## config.mk

```make
export PLATFORM = sky130hd
export DESIGN_NAME = gpc_unit
export DESIGN_NICKNAME = d
export VERILOG_FILES = /design/src/rtl/gpc_unit.sv
export SDC_FILE = /design/constraint.sdc
export NUM_CORES = 1
export LEC_CHECK = 0
export BUFFER_PORTS_ARGS = -buffer_cell sky130_fd_sc_hd__buf_4
export CORE_AREA = 2 2 39 41
export DETAILED_ROUTE_END_ITERATION = 8
export DIE_AREA = 0 0 41 43
export PLACE_DENSITY = 0.33
export SLEW_MARGIN = 20
export SYNTH_ARGS = -nofsm -noshare
export SYNTH_HDL_FRONTEND = slang
export SYNTH_SLANG_ARGS = --single-unit
```

## constraint.sdc

```tcl
create_clock -name vclk -period 4.39
set_clock_uncertainty 0.2 [all_clocks]
set_input_delay 1.317 -clock vclk [all_inputs]
set_output_delay 1.317 -clock vclk [all_outputs]
set_load 0.01 [all_outputs]
```

## src/rtl/gpc_unit.sv

```systemverilog
module gpc_unit #(
  parameter int K0 = 6,
  parameter int K1 = 0,
  localparam int NI = K0 + K1,
  localparam int NW = $clog2(K0 + 2 * K1 + 1)
) (
  input  logic [NI-1:0] in_bits,
  output logic [NW-1:0] count,
  input  logic          bnd_carry_in,
  input  logic          bnd_bit,
  output logic          bnd_sum,
  output logic          bnd_carry_out
);

  generate
    if (K1 == 0 && K0 >= 4 && K0 <= 6) begin : g_chain
      logic [5:0] p;
      logic s0, c0, s1, c1, k0;
      assign p  = 6'(in_bits);
      assign s0 = p[1] ^ p[2] ^ p[3];
      assign c0 = (p[1] & p[2]) | (p[3] & (p[1] ^ p[2]));
      assign s1 = p[4] ^ p[5];
      assign c1 = p[4] & p[5];
      assign k0 = (s0 & s1) | (p[0] & (s0 ^ s1));
      assign count = NW'({(c0 & c1) | (k0 & (c0 ^ c1)), c0 ^ c1 ^ k0, s0 ^ s1 ^ p[0]});
    end else begin : g_sum
      always_comb begin
        count = '0;
        for (int i = 0; i < NI; i++)
          if (in_bits[i]) count = count + ((i < K0) ? NW'(1) : NW'(2));
      end
    end
  endgenerate

  assign {bnd_carry_out, bnd_sum} = 2'(bnd_bit) + 2'(bnd_bit) + 2'(bnd_carry_in);

endmodule

```

### Word level (Yosys, flattened, before mapping)

Cells that the tools add are included.

* word-level logic and storage cells: 19
* flip-flop bits (word level): 0
* output and inout bits: 5

* $add $sub $neg: 2
* bitwise logic cells: 17

Operator list (number)
* AND 1 bit: 7
* bitwise XOR 1 bit: 7
* bitwise OR 1 bit: 3
* adder 1 x 1 -> 2 bit: 1
* adder 2 x 1 -> 2 bit: 1

### Logic depth before layout (Yosys ltp)

* depth in word-level cells: 7
* depth in mapped cells: 5

### Least setup slack after synthesis

No wires, ideal clock.

* path type: input -> output
* start: in in_bits[1]
* end: out count[1]
* stages on the path: 5
* required time: 2873 ps
* slack: -48 ps
* arrival: 2921 ps
* path through: inv_1 > fa_1 > inv_1 > fa_1 > fa_1

* word-level cells in the longest chain between the ends: 6

Ends and longest elaborated chain
* from (decl): RTL line 7 `input logic [NI-1:0] in_bits,`
* bitwise XOR 1 bit: RTL line 20, 21
* bitwise XOR 1 bit: RTL line 20 `assign s0 = p[1] ^ p[2] ^ p[3];`
* bitwise XOR 1 bit: RTL line 24 `assign k0 = (s0 & s1) | (p[0] & (s0 ^ s1));`
* AND 1 bit: RTL line 24
* bitwise OR 1 bit: RTL line 24
* bitwise XOR 1 bit (*): RTL line 25 `assign count = NW'({(c0 & c1) | (k0 & (c0 ^ c1)), c0 ^ c1 ^ k0, s0 ^ s1 ^ p[0]});`
* to (decl): RTL line 8 `output logic [NW-1:0] count,`

Mark *: on every way between the ends. The rest lies on a longest branch, timed or not.

### Worst setup path after layout

Same ends and word-level chain as after synthesis.

==> flow_summary.yaml <==
power_and_ir_drop:
  clkPwrFrac_pct: 0
  p_per_area_nw_per_um2: 149
  p_seq_share_pct: 0
  power_leakage_nw: 0.145
  p_int_w: 0.0000218
  p_comb_share_pct: 100.0
  switchingPower_w: 0.0000163
  switching_share_pct: 42.9
  irDropWorstVdd_uv: 20.4
synth:
  synth_fp_nets: 28
  synth.avg_cell_area_um2: 9.65
  syn_area_um2: 135
  yosys_warnings: 0
  seq_area_frac_synth_pct: 0
  netlist_instances: 14
  synth_cell_types: 5
worst_setup_path:
  criticalPathCategory: "input pin to primary output"
  crit_buf_inv: 4
  slowest_delay_ns: 0.52
  crit_arrival_ns: 2.95
  cp-end-kind: "primary output"
  crit_family: "adder cells"
  cp.required_ns: 2.87
  crit_slowest_cell: "fa_1"
  path_cells: "buf_4, inv_1, fa_1, inv_1, fa_2, fa_1, buf_4"
  worst_setup_path_start_kind: "input pin"
  crit_fanout: 1
sta:
  tightest_slew_ns: 0.113
  fmax_ghz: 0.224
  slew_headroom_pct: 92.4
  slew_violations: 0
  rsz0062_at_grt: "yes"
  period_share_pct: 102
  fin_crit_ns: 4.47
  finalWorstSetupSlack_ns: -0.0768
  setup_viol: 1
  finalHoldViolations: 0
grt:
  grt_use_total_pct: 4.42
  grt_pass1_wl_um: 572
  grt_max_degree: 4
  overflow: 0
  antenna_found_initial: 0
  grt_pass1_vias: 143
placement:
  place.gp.congestion: 0.503
  port_buffers: 13
  hpwlAfterDp_um: 269
  dp_slack_ns: -0.162
  dp.cells: 43
clock_tree:
  postCtsSetupRepairBufs: 0
  postCtsHoldBufs: 0
layout:
  area_growth_pct: 88.9
  nets: 43
  fillers: 152
  layout.cells.non_filler: 43
  seqCellArea_um2: 0
  nFlopsAndLatches: 0
  final_common_cell: "buf_4"
  num_antenna_cells: 0
  drive_gt1_share_pct: 51.9
  n_clock_buffer: 0
  mostFrequentLayoutCells: "buf_4 (13), inv_1 (6), ha_1 (3), fa_1 (2)"
floorplan:
  rows: 14
  start_util_pct: 9.76
  design.core.area_um2: 1380
  io_pins: 13
  die_x_um: 41
  die_h_um: 43
  dieArea_um2: 1760
routing:
  wirelength_um: 304
  dr_wl_met3_um: 14
  routed.top_layer: "met3"
  drc: 0
  dr.pass1.iters: 1
  drtIter0Drc: 0
  m1WireLength_um: 79
  ant_nets: 0
  wl_per_cell_um: 7.07
  num_vias: 126
  route.met2.wl_um: 210
  vias_per_cell: 2.93
worst_hold_path:
  hold_path_class: "input pin to primary output"
status:
  outcome: "complete, but fails checks"
  violations: "negative setup slack"
flow_run:
  drv_cap: 0
through the flow:
step | area (µm²) | hold slack, ns | setup TNS [ns] | utilization [%] | power [W]
floorplan | 135 | 2.51 | 0 | - | 0.0000189
global placement | 253 | 2.72 | -0.183 | 18.3 | 0.0000367
detailed placement | 253 | 2.72 | -0.229 | 18.3 | 0.0000380
CTS | 255 | 2.72 | -0.0780 | 18.4 | 0.0000385
global route | 255 | 2.74 | -0.192 | 18.4 | 0.0000427
finish | 255 | 2.72 | -0.0768 | 18.4 | 0.0000381
power groups by stage:
stage           logic, W  registers (W)  clock network [W]
6_report       0.0000381              0                  0
5_1_grt        0.0000427              0                  0
4_1_cts        0.0000385              0                  0
3_5_place_dp   0.0000380              0                  0
3_3_place_gp   0.0000367              0                  0
2_1_floorplan  0.0000189              0                  0
worst paths after layout:
path,cells after the start,to,slack (ns),startpoint
setup / recovery,7,count[1],-0.08,in_bits[1]
hold / removal,3,bnd_sum,2.72,bnd_bit
kinds of logic after synthesis:
logic type	Yosys count	share of synthesized area [%]
adder cells (fa/ha/maj)	6	72.2
buffers and inverters	6	16.7
AND/OR/NAND/NOR	1	4.63
XOR/XNOR	1	6.48
cell type report:
cell class	count	area, µm²	share of cell area, %
tap	16	20.0	7.84
inverter	6	22.5	8.82
multi-input combinational	8	115	45.1
timing repair buffer	13	97.6	38.2
metal layers:
| metal | GRT usage [%] | vias up |
|---|---|---|
| li1 | - | 64 |
| met1 | 4.19 | 60 |
| met2 | 9.69 | 2 |
| met3 | 0 | 0 |
| met4 | 0 | 0 |
| met5 | 0 | - |
repair_timing:
item                                   4_1_cts  5_1_grt
resized for setup                            1        0
setup endpoints to repair                    2        2
pin swaps                                    1        0
endpoints found under the hold margin        0        0
cells in the mapped netlist, drive strengths merged:
master / n / area share, %
inv: 6 / 17
or2: 1 / 4.6
xnor2: 1 / 6.5
fa: 3 / 44
ha: 3 / 28
Note: power is estimated with default switching activity, not from simulation.
